`src/rtl/gpx_pkg.sv`:
```
// Shared constants and types for the GPIO register bank.
// Assumes a 6-bit byte offset and 16-bit data words.
package gpx_pkg;
    localparam int ADDR_W = 6;
    localparam int DATA_W = 16;
    localparam int NLINES = 16;

    localparam logic [DATA_W-1:0] STAT_RESET  = 16'h0002;
    localparam logic [DATA_W-1:0] PWR_FORCE   = 16'h8040;
    localparam int                PWR_TRIGGER = 7;

    localparam logic [ADDR_W-1:0] OFF_MODE  = 6'h00;
    localparam logic [ADDR_W-1:0] OFF_CFG   = 6'h04;
    localparam logic [ADDR_W-1:0] OFF_STAT  = 6'h08;
    localparam logic [ADDR_W-1:0] OFF_PWR   = 6'h0C;
    localparam logic [ADDR_W-1:0] OFF_CLK   = 6'h10;
    localparam logic [ADDR_W-1:0] OFF_IRAW  = 6'h14;
    localparam logic [ADDR_W-1:0] OFF_IMSK  = 6'h18;
    localparam logic [ADDR_W-1:0] OFF_ISTAT = 6'h1C;
    localparam logic [ADDR_W-1:0] OFF_DIR   = 6'h20;
    localparam logic [ADDR_W-1:0] OFF_LVLW  = 6'h24;
    localparam logic [ADDR_W-1:0] OFF_LVLR  = 6'h28;

    typedef enum logic [3:0] {
        SEL_MODE, SEL_CFG, SEL_STAT, SEL_PWR, SEL_CLK, SEL_IRAW,
        SEL_IMSK, SEL_ISTAT, SEL_DIR, SEL_LVL, SEL_NONE
    } reg_sel_e;
endpackage

```
`src/rtl/gpx_decode.sv`:
```
// Offset decoder: maps a byte offset onto a register selector.
// Assumes an exact match; any other offset selects SEL_NONE.
module gpx_decode
    import gpx_pkg::*;
(
    input  logic [ADDR_W-1:0] addr,
    output reg_sel_e          sel
);
    // Purpose: exact-match decode of the offset.
    always_comb begin
        case (addr)
            OFF_MODE:           sel = SEL_MODE;
            OFF_CFG:            sel = SEL_CFG;
            OFF_STAT:           sel = SEL_STAT;
            OFF_PWR:            sel = SEL_PWR;
            OFF_CLK:            sel = SEL_CLK;
            OFF_IRAW:           sel = SEL_IRAW;
            OFF_IMSK:           sel = SEL_IMSK;
            OFF_ISTAT:          sel = SEL_ISTAT;
            OFF_DIR:            sel = SEL_DIR;
            OFF_LVLW, OFF_LVLR: sel = SEL_LVL;
            default:            sel = SEL_NONE;
        endcase
    end
endmodule

```
`src/rtl/gpx_pin_core.sv`:
```
// Direction and level storage for the GPIO lines.
// Input lines act on level bits only on edges. A bus level write is
// masked by the direction held before the write and overrides input edges.
// Emits a one-cycle re-evaluation pulse after any direction or level write.
module gpx_pin_core #(
    parameter int NLINES = 16
) (
    input  logic              clk,
    input  logic              rst_n,
    input  logic              wr_dir,
    input  logic              wr_lvl,
    input  logic [NLINES-1:0] wdata,
    input  logic [NLINES-1:0] pin_in,
    output logic [NLINES-1:0] dir_q,
    output logic [NLINES-1:0] lvl_q,
    output logic              reeval
);
    logic [NLINES-1:0] pin_prev;
    logic [NLINES-1:0] pin_edge;

    assign pin_edge = pin_in ^ pin_prev;

    // Purpose: direction register, input history and re-evaluation pulse.
    always_ff @(posedge clk) begin
        if (!rst_n) begin
            dir_q    <= '0;
            pin_prev <= '0;
            reeval   <= 1'b0;
        end else begin
            if (wr_dir) dir_q <= wdata;
            pin_prev <= pin_in;
            reeval   <= wr_dir | wr_lvl;
        end
    end

    for (genvar b = 0; b < NLINES; b++) begin : g_lvl
        // Purpose: one level bit; a bus write wins over an input edge.
        always_ff @(posedge clk) begin
            if (!rst_n)           lvl_q[b] <= 1'b0;
            else if (wr_lvl)      lvl_q[b] <= wdata[b] & dir_q[b];
            else if (pin_edge[b]) lvl_q[b] <= pin_in[b];
        end
    end
endmodule

```
`src/rtl/gpx_drive.sv`:
```
// Output driver: on a re-evaluation pulse it drives level AND direction
// and strobes for one cycle each line whose driven value changed.
module gpx_drive #(
    parameter int NLINES = 16
) (
    input  logic              clk,
    input  logic              rst_n,
    input  logic              reeval,
    input  logic [NLINES-1:0] dir_q,
    input  logic [NLINES-1:0] lvl_q,
    output logic [NLINES-1:0] pin_out,
    output logic [NLINES-1:0] pin_toggle
);
    logic [NLINES-1:0] masked;

    assign masked = lvl_q & dir_q;

    // Purpose: update the driven vector and the one-cycle change strobes.
    always_ff @(posedge clk) begin
        if (!rst_n) begin
            pin_out    <= '0;
            pin_toggle <= '0;
        end else if (reeval) begin
            pin_toggle <= masked ^ pin_out;
            pin_out    <= masked;
        end else begin
            pin_toggle <= '0;
        end
    end
endmodule

```
`src/rtl/gpx_regbank.sv`:
```
// GPIO and control register bank, top level.
// Single-cycle request; read data and error flag registered one cycle
// later. Assumes NLINES <= DATA_W; GPIO words are zero-extended on read.
module gpx_regbank
    import gpx_pkg::*;
#(
    parameter int AW = ADDR_W,
    parameter int DW = DATA_W,
    parameter int NL = NLINES
) (
    input  logic          clk,
    input  logic          rst_n,
    input  logic          req_valid,
    input  logic          req_write,
    input  logic [AW-1:0] req_addr,
    input  logic [DW-1:0] req_wdata,
    output logic [DW-1:0] rsp_rdata,
    output logic          bus_err,
    input  logic [NL-1:0] pin_in,
    output logic [NL-1:0] pin_out,
    output logic [NL-1:0] pin_toggle
);
    reg_sel_e      sel;
    logic          wr, rd;
    logic [DW-1:0] mode_q, cfg_q, pwr_q, clk_q, iraw_q, imsk_q, istat_q;
    logic [DW-1:0] rd_mux;
    logic [DW-1:0] pwr_next;
    logic [NL-1:0] dir_q, lvl_q;
    logic          reeval;

    assign wr = req_valid & req_write;
    assign rd = req_valid & ~req_write;

    gpx_decode u_dec (.addr(req_addr), .sel(sel));

    gpx_pin_core #(.NLINES(NL)) u_core (
        .clk(clk), .rst_n(rst_n),
        .wr_dir(wr && sel == SEL_DIR), .wr_lvl(wr && sel == SEL_LVL),
        .wdata(req_wdata[NL-1:0]), .pin_in(pin_in),
        .dir_q(dir_q), .lvl_q(lvl_q), .reeval(reeval)
    );

    gpx_drive #(.NLINES(NL)) u_drv (
        .clk(clk), .rst_n(rst_n), .reeval(reeval),
        .dir_q(dir_q), .lvl_q(lvl_q),
        .pin_out(pin_out), .pin_toggle(pin_toggle)
    );

    // Purpose: power word with the forced bits applied.
    always_comb begin
        pwr_next = req_wdata;
        if (req_wdata[PWR_TRIGGER]) pwr_next = req_wdata | PWR_FORCE;
    end

    // Purpose: plain control and bookkeeping words.
    always_ff @(posedge clk) begin
        if (!rst_n) begin
            mode_q <= '0; cfg_q <= '0; pwr_q <= '0; clk_q <= '0;
            iraw_q <= '0; imsk_q <= '0; istat_q <= '0;
        end else if (wr) begin
            case (sel)
                SEL_MODE:  mode_q  <= req_wdata;
                SEL_CFG:   cfg_q   <= req_wdata;
                SEL_PWR:   pwr_q   <= pwr_next;
                SEL_CLK:   clk_q   <= req_wdata;
                SEL_IRAW:  iraw_q  <= req_wdata;
                SEL_IMSK:  imsk_q  <= req_wdata;
                SEL_ISTAT: istat_q <= req_wdata;
                default:   ;
            endcase
        end
    end

    // Purpose: read multiplexer; undefined offsets give zero.
    always_comb begin
        rd_mux = '0;
        case (sel)
            SEL_MODE:  rd_mux = mode_q;
            SEL_CFG:   rd_mux = cfg_q;
            SEL_STAT:  rd_mux = STAT_RESET;
            SEL_PWR:   rd_mux = pwr_q;
            SEL_CLK:   rd_mux = clk_q;
            SEL_IRAW:  rd_mux = iraw_q;
            SEL_IMSK:  rd_mux = imsk_q;
            SEL_ISTAT: rd_mux = istat_q;
            SEL_DIR:   rd_mux[NL-1:0] = dir_q;
            SEL_LVL:   rd_mux[NL-1:0] = lvl_q;
            default:   rd_mux = '0;
        endcase
    end

    // Purpose: registered read data and write error flag.
    always_ff @(posedge clk) begin
        if (!rst_n) begin
            rsp_rdata <= '0;
            bus_err   <= 1'b0;
        end else begin
            if (rd) rsp_rdata <= rd_mux;
            bus_err <= wr && sel == SEL_NONE;
        end
    end
endmodule

```
`config.mk`:
```
export PLATFORM = sky130hd
export DESIGN_NAME = gpx_regbank
export DESIGN_NICKNAME = d
export VERILOG_FILES = /design/src/rtl/gpx_pkg.sv /design/src/rtl/gpx_decode.sv /design/src/rtl/gpx_pin_core.sv /design/src/rtl/gpx_drive.sv /design/src/rtl/gpx_regbank.sv
export SDC_FILE = /design/constraint.sdc
export NUM_CORES = 1
export LEC_CHECK = 0
export CAP_MARGIN = 20
export CORE_AREA = 2 2 128 130
export DETAILED_ROUTE_END_ITERATION = 7
export DIE_AREA = 0 0 130 132
export PLACE_DENSITY = 0.84
export SLEW_MARGIN = 20
export SYNTH_ARGS = -nofsm -noshare
export SYNTH_HDL_FRONTEND = slang
export SYNTH_HIERARCHICAL = 1
export SYNTH_SLANG_ARGS = --single-unit
```
`constraint.sdc`:
```
create_clock -name clk -period 5.2 [get_ports clk]
set_clock_uncertainty 0.15 [all_clocks]
set_input_delay 1.04 -clock clk [delete_from_list [all_inputs] [get_ports clk]]
set_output_delay 1.04 -clock clk [all_outputs]
set_load 0.01 [all_outputs]
```
After elaboration in Yosys (flattened, before gate mapping)
Cells that the tools add are included.
Widths: inputs -> output; s select.
{"block": "totals", "register_bits": 210, "latchBits": 0, "ramBits": 0, "romBits": 0, "inputBits": 42, "word_cells": 138, "memories": 0}
{"block": "classes", "addsub": 0, "multipliers": 0, "div_mod_pow": 0, "n_lt_le_gt_ge": 0, "eq_ne": 20, "shifts": 0, "mux": 35, "n_bitwise": 23, "n_reduce_logical": 30}
{"op": "$pmux 16 s10", "count": 1}
{"op": "$pmux 4 s10", "count": 1}
{"op": "$mux 1", "count": 32}
{"op": "$reduce_bool 2->1", "count": 16}
{"op": "$xor 16x16->16", "count": 2}
{"op": "$eq 6x5->1 const B", "count": 4}
{"op": "$and 1x1->1", "count": 18}
{"op": "$eq 6x6->1 const B", "count": 3}
{"op": "$and 16x16->16", "count": 1}
{"op": "$eq 4x3->1 const B", "count": 4}
{"op": "$mux 16", "count": 1}
{"op": "$reduce_and 2->1", "count": 8}
{"op": "$eq 4x4->1 const B", "count": 3}
{"op": "$eq 6x4->1 const B", "count": 2}
{"op": "$eq 4x2->1 const B", "count": 2}
{"op": "$eq 6x3->1 const B", "count": 1}
{"op": "$logic_not 6->1", "count": 1}
{"op": "$eq 4x1->1 const B", "count": 1}
{"op": "$logic_not 4->1", "count": 1}
{"op": "$logic_and 1x1->1", "count": 3}
{"op": "$reduce_or 2->1", "count": 1}
{"op": "$not 1->1", "count": 1}
{"op": "$or 1x1->1", "count": 1}

Logic depth before layout (Yosys ltp)
Gate-level depths: netlist (run 1).
{"block": "depth", "word_depth": 6, "ltp_mapped": 10, "ltp_nobuf": 7}

Cells and area by module
Netlist (run 1), hierarchy kept.
{"mod": "gpx_regbank", "n_inst": 1, "cells_per_inst": 720, "area_per_inst_um2": 6118.4}
{"mod": "gpx_pin_core", "n_inst": 1, "cells_per_inst": 190, "area_per_inst_um2": 1971.9}
{"mod": "gpx_drive", "n_inst": 1, "cells_per_inst": 134, "area_per_inst_um2": 1375.1}
{"mod": "gpx_decode", "n_inst": 1, "cells_per_inst": 11, "area_per_inst_um2": 70.1}

Worst setup path before layout (run 1)
No wires, ideal clock.
{"block": "synth_path", "path_kind": "input-to-reg", "start": "in req_addr[1]", "end": "reg rsp_rdata[12]", "t_arrival_ns": 2.694, "path_slack_ns": 2.234, "path_stages": 7, "n_path_buf": 2, "cell_sequence": "or3_4 > nor2_2 > buf_6 > buf_6 > mux4_2 > a221oi_1 > o21ai_1"}
{"block": "synth_via", "elab_chain_len": 5, "word_cells_on_any_way": 24}
{"element": "start, declared", "line_no": "gpx_regbank.sv:15", "text": "input logic [AW-1:0] req_addr,"}
{"element": "$eq 6x6->1", "line_no": "gpx_decode.sv:11", "text": "case (addr)"}
{"element": "$reduce_or 2->1", "line_no": "gpx_decode.sv:11"}
{"element": "$pmux 4 s10 (*)", "line_no": "gpx_decode.sv:11"}
{"element": "via sel[2]", "line_no": "gpx_regbank.sv:23", "text": "reg_sel_e sel;"}
{"element": "$eq 4x4->1 (tied with other cells)", "line_no": "gpx_regbank.sv:77", "text": "case (sel)"}
{"element": "$pmux 16 s10 (*)", "line_no": "gpx_regbank.sv:77"}
{"element": "end signal, assigned", "line_no": "gpx_regbank.sv:98", "text": "if (rd) rsp_rdata <= rd_mux;"}
{"element": "end, declared", "line_no": "gpx_regbank.sv:17", "text": "output logic [DW-1:0] rsp_rdata,"}
The timed path passes the listed nets; every way through them passes the cells marked *.
A chain may end at the register's enable or synchronous reset.

Worst setup path after layout (run 1)
{"block": "layout_path", "start": "in req_addr[1]", "end": "reg rsp_rdata[13]"}
The elaborated chain is that of the path after synthesis.

==> impl_metrics.yaml, run 1 <==
outcome:
  status: "completed"
cells_and_area:
  fillCellCount: 1200
  syn_to_final_growth_pct: 16.85
  drive_gt1_frac: 0.1151
  diodes: 0
  layout.nets: 1155
  final_cells: 1345
placed_design:
  place_congestion: 0.8914
  dp_cells: 1305
  dp_hpwl_um: 16370
  place_ws_ns: 1.082
  port_buffers: 90
clocking:
  hold_buffers: 0
  cts_sinks: 210
  cts_inserted_buffers: 22
  cts_tree: "yes"
  cts.clk_slew.worst_paths_ns: 0.06
  worstSkewPairLatency_ns: 0.50
  cts_buffer_depth: 3
  cts_setup_buffers: 0
  cts.htree.levels: 1
  cts_resized: 0
  clockRootBuffer: "clkbuf_16"
yosys:
  synth.distinct_cells: 60
  synthTopCellsByArea: "dfxtp_1 (44%), nand2_1 (10%), a21boi_1 (5.1%)"
  yosysSeqAreaShare: 0.4409
  ys.flop_type: "dfxtp_1"
  synth_top_cell_by_area: "dfxtp_1"
  synth_area_per_cell_um2: 9.038
  postSynthCellCount: 1055
  yosys_register_bits: 210
  synth-edff-count: 0
  syn_nets: 1097
  syn_area_um2: 9535
  ys_async_sr_fraction: 0
  yosysTopAreaCellShare: 0.4409
  yosys_warnings: 6
setup_path:
  crit_type: "in2reg"
  cp-startpoint: "req_addr[1]"
  worst_ep_arrival_time_ns: 3.91
  cp-start-kind: "input pin"
  crit_fanout: 36
  cp-end-kind: "register"
  timing.rr.start: "u_core/reeval"
  cp.required_ns: 5.42
floorplan:
  std_cell_rows: 46
  fp.coreArea_um2: 15710
  die-area_um2: 17160
  ioPinCount: 91
  die_y_um: 132
  start_util: 0.6069
  die_x_um: 130
worst_hold_path:
  hold_start: "pwr_q[14]"
  hp-class: "reg2reg"
power:
  cellPowerDensity_nw_per_um2: 315.2
  power.total_w: 0.003512
  static-leakage-power_nw: 3.529
  peakVddDrop_mv: 0.2122
routing:
  drt-vias-per-instance: 5.951
  ant_nets: 0
  drc: 0
  post_drt_wl_per_cell_um: 18.75
  vias: 8004
  drt-total-wl_um: 25220
  first_pass_iters: 5
  drt-initial-drc-count: 741
global_route:
  antenna_found_initial: 0
  grt-ovfl-total: 0
  first_global_vias: 7696
  grt_use_total: 0.2929
  grt_max_degree: 82
  grt_pass1_wl_um: 40480
timing:
  tightest_slew_ns: 1.057
  fmax_mhz: 270.9
  setup_tns_ns: 0
  setup_viol: 0
  slew_headroom: 0.2940
  hold_viol_final: 0
  holdWs_ns: 0.3030
  fin_ws_ns: 1.509
  rsz0062_at_grt: "false"
  fin_crit_sh: 0.7099
  period_minus_slack_ns: 3.691
  report.final.slew_viol_count: 0
run:
  maxCapViolCount: 0
## state kept, by name, indices dropped and copies added (netlist names)
signal and cells:
u_core/lvl_q 16, istat_q 16, mode_q 16, u_core/reeval 1, rsp_rdata 16, imsk_q 16
u_drv/pin_toggle 16, u_core/pin_prev 16, bus_err 1, iraw_q 16, cfg_q 16, clk_q 16
pwr_q 16, u_core/dir_q 16, u_drv/pin_out 16
## area by class of cell
class	count	area (µm²)	share of cell area
inverters	19	71.32	0.006401
clock buffers	32	659.4	0.05918
well taps	216	270.3	0.02426
flip-flops and latches	210	4204	0.3773
multi-input cells	761	4848	0.4352
repair buffers	99	965.9	0.08669
clock inverters	8	122.6	0.01101
## cells by family after synthesis
group,count (synthesis),synth area share
AND/OR/NAND/NOR,428,0.2126
AO/OA/AOI/OAI,283,0.2292
flip-flops,210,0.4409
buffers and inverters,84,0.05235
multiplexers,50,0.06495
## power breakdown
part | internal, W | switching, W
clock network | 0.00103 | 0.000640
registers | 0.00163 | 0.0000214
logic | 0.0000800 | 0.000111
total | 0.00274 | 0.000773
## worst paths after layout
check | depth (start not counted) | to | slack (ns)
worst max-delay path | 9 | rsp_rdata[13] | 1.51
worst min-delay path | 2 | pwr_q[14] | 0.30
worst max register to register | 2 | u_drv/pin_toggle[1] | 3.10
worst min register to register | 2 | pwr_q[14] | 0.30
## critical path, cell delays in order
cell and delay, ns:
clkdlybuf4s50_1 0.44, or3_4 0.56, nor2_4 0.14, buf_4 0.51
nor2b_1 0.13, nand2b_1 0.30, o22ai_1 0.16, a2111oi_0 0.49
o21ai_0 0.13
## routing by layer
layer  vias up  track usage  routed length [µm]
met5         -            0                   0
met4         0       0.1027                 884
met3        65      0.04992                2108
met2       352       0.4511               11320
met1      3815       0.4151               10910
li1       3772            -                   -
## cell usage after synthesis (all sizes together) (3+ instances only)
library cell / count
a2111oi: 4
a21oi: 40
nand2: 264
nor3b: 4
o22ai: 8
inv: 19
nor2: 41
a21boi: 126
a31oi: 4
o21ai: 35
nand2b: 23
nor4: 3
nand3: 18
a22oi: 10
and2: 25
mux2i: 39
a221oi: 23
nand4: 4
a22o: 4
a32oi: 3
a32o: 3
dfxtp: 210
nand3b: 17
nor3: 12
buf: 38
nor2b: 10
a21bo: 16
mux4: 9
clkbuf: 27
## placed cells by master (no fill, tap or decap), types with 18 or more instances in the layout
cell type	n
a21oi_2	23
mux2i_1	39
clkbuf_16	23
nor2_1	34
nand2_1	262
nand2b_1	23
a21boi_0	61
and2_1	25
clkdlybuf4s50_1	89
a21boi_1	65
dfxtp_1	210
inv_1	18
o21ai_0	31
## metrics by stage
step	instance area, µm²	util
after floorplan	9535	-
after global routing	11140	0.7091
final	11140	0.7091
after detailed placement	10360	0.6593
after global placement	10360	0.6593
after CTS	11140	0.7091
Power figures use the tool's default switching activity.
==> run 2: changes to the inputs <==
CORE_AREA = 2 2 133 135   (was 2 2 128 130)
DIE_AREA = 0 0 135 137   (was 0 0 130 132)
PLACE_DENSITY = 0.78   (was 0.84)
clock period = 3.4 ns   (was 5.2 ns; I/O delays follow)
==> run 2 against run 1 <==
Critical path depth shrank 1. Non-clock buffer count grew 33. Register-to-register slack lost 1.4 ns. Clock power grew 49%. Power grew 51%. Cell area grew 2.6%. Utilization shrank 3.9 points. Final cell count grew 3.0%. Worst hold slack lost 0.0012 ns. Via count shrank 0.34%. Flip-flop and latch count is the same. Global-route usage shrank 2.6 points. Largest cell class unchanged.
==> impl_metrics.yaml, run 2 (synthesized netlist as in run 1, its figures left out) <==
power:
  pwr-share-comb: 0.057
  p_int_w: 0.004153
  cellPowerDensity_nw_per_um2: 464.7
  clockPowerShare: 0.469
  net-switching-power_w: 0.001159
  switching_share: 0.2181
  power.total_w: 0.005312
  static-leakage-power_nw: 3.699
  power_frac_seq: 0.474
  peakVddDrop_mv: 0.3185
setup_path:
  rrSetupSlack_ns: 1.75
  r2r_cells: 4
  reg2reg_to: "rsp_rdata[3]"
  worst_ep_arrival_time_ns: 3.22
  timing.rr.start: "u_core/dir_q[3]"
  critPathCapture: "rsp_rdata[3]"
  cp-startpoint: "req_addr[1]"
  cp-start-kind: "input pin"
  crit_fanout: 16
  crit_type: "in2reg"
  cp.required_ns: 3.61
  cp-end-kind: "register"
global_route:
  grt_use_total: 0.2674
  grt_pass1_wl_um: 39550
  antenna_found_initial: 0
  grt-ovfl-total: 0
  grt_max_degree: 51
  first_global_vias: 7471
cells_and_area:
  fin_area_um2: 11430
  mostFrequentLayoutCells: "nand2_1 (262), dfxtp_1 (210), clkdlybuf4s50_1 (89)"
  drive_gt1_frac: 0.1404
  syn_to_final_growth_pct: 19.89
  diodes: 0
  layout_commonest_cell: "nand2_1"
  layout.nets: 1188
routing:
  vias: 7977
  post_drt_wl_per_cell_um: 17.76
  drt-vias-per-instance: 5.755
  drt-initial-drc-count: 685
  first_pass_iters: 8
  drt-total-wl_um: 24620
  drc: 0
  ant_nets: 0
floorplan:
  die_y_um: 137
  ioPinCount: 91
  start_util: 0.5591
  die-area_um2: 18500
  std_cell_rows: 48
  fp.coreArea_um2: 17060
  die_x_um: 135
clocking:
  clockRootBuffer: "clkbuf_16"
  cts_setup_buffers: 0
  cts_tree: "yes"
  worstSkewPairLatency_ns: 0.50
  cts_sinks: 210
  cts_buffer_depth: 3
  cts_inserted_buffers: 22
  cts_resized: 0
  hold_buffers: 0
  cts.clk_slew.worst_paths_ns: 0.06
  cts.htree.levels: 1
worst_hold_path:
  hp-class: "reg2reg"
timing:
  setup_viol: 0
  report.final.slew_viol_count: 0
  hold_viol_final: 0
  fin_crit_sh: 0.8866
  slew_headroom: 0.5184
  fmax_mhz: 331.7
  tightest_slew_ns: 0.7213
  rsz0062_at_grt: "false"
  period_minus_slack_ns: 3.015
placed_design:
  dp_hpwl_um: 16900
  place_area_um2: 10670
  port_buffers: 90
  place_congestion: 0.9023
run:
  maxCapViolCount: 0
outcome:
  status: "completed"
-- run 2: area by class of cell --
class	instances	area (µm²)
fill	1384	5624
multi-input combinational	761	4848
sequential	210	4204
timing repair buffer	132	1264
clock buffer	33	683.2
tap	225	281.5
clock inverter	6	80.08
inverter	19	71.32
-- run 2: power by group through the flow --
stage	sequential [W]	clock, W	combinational [W]
3_5_place_dp	0.00257	0	0.000297
5_1_grt	0.00252	0.00262	0.000323
6_report	0.00252	0.00249	0.000304
3_3_place_gp	0.00257	0	0.000295
4_1_cts	0.00252	0.00252	0.000300
2_1_floorplan	0.00256	0	0.000170
-- run 2: per-layer routing --
| layer | wire [µm] | track usage |
|---|---|---|
| met5 | 0 | 0 |
| met3 | 1675 | 0.04259 |
| met2 | 11440 | 0.4411 |
| met4 | 428 | 0.06019 |
| met1 | 11070 | 0.3709 |
-- run 2: worst max-delay path: stages --
cell and delay (ns):
clkdlybuf4s50_1 0.43, nor4b_1 0.33, a32o_2 0.33, buf_4 0.34
mux2i_1 0.31, o22ai_1 0.10, a2111oi_0 0.54, o21ai_0 0.14
-- run 2: worst min path at each step --
stage                           start          end  slack (ns)  depth (start not counted)
final                     istat_q[14]  istat_q[14]        0.30                          2
after global routing         pwr_q[8]     pwr_q[8]        0.31                          2
after CTS                    pwr_q[8]     pwr_q[8]        0.30                          2
after detailed placement  istat_q[14]  istat_q[14]        0.29                          2
after global placement      pwr_q[11]    pwr_q[11]        0.29                          2
after floorplan             cfg_q[10]    cfg_q[10]        0.28                          2
-- run 2: metrics by stage --
stage	setup slack [ns]	TNS, ns	cells	utilization	hold slack (ns)
final	0.3855	0	1386	0.6703	0.3019
after detailed placement	-0.08026	-0.08026	1347	0.6255	0.2945
after global routing	0.2245	0	1386	0.6703	0.3141
after global placement	0.02842	0	1347	0.6255	0.2895
after floorplan	0.7943	0	1055	-	0.2819
after CTS	0.4119	0	1386	0.6703	0.3028
==> run 3: changes to the inputs <==
HOLD_SLACK_MARGIN = 0.08   (was default)
==> results of run 3 <==
Final layout, timing and power as in run 2 (identical DEF).
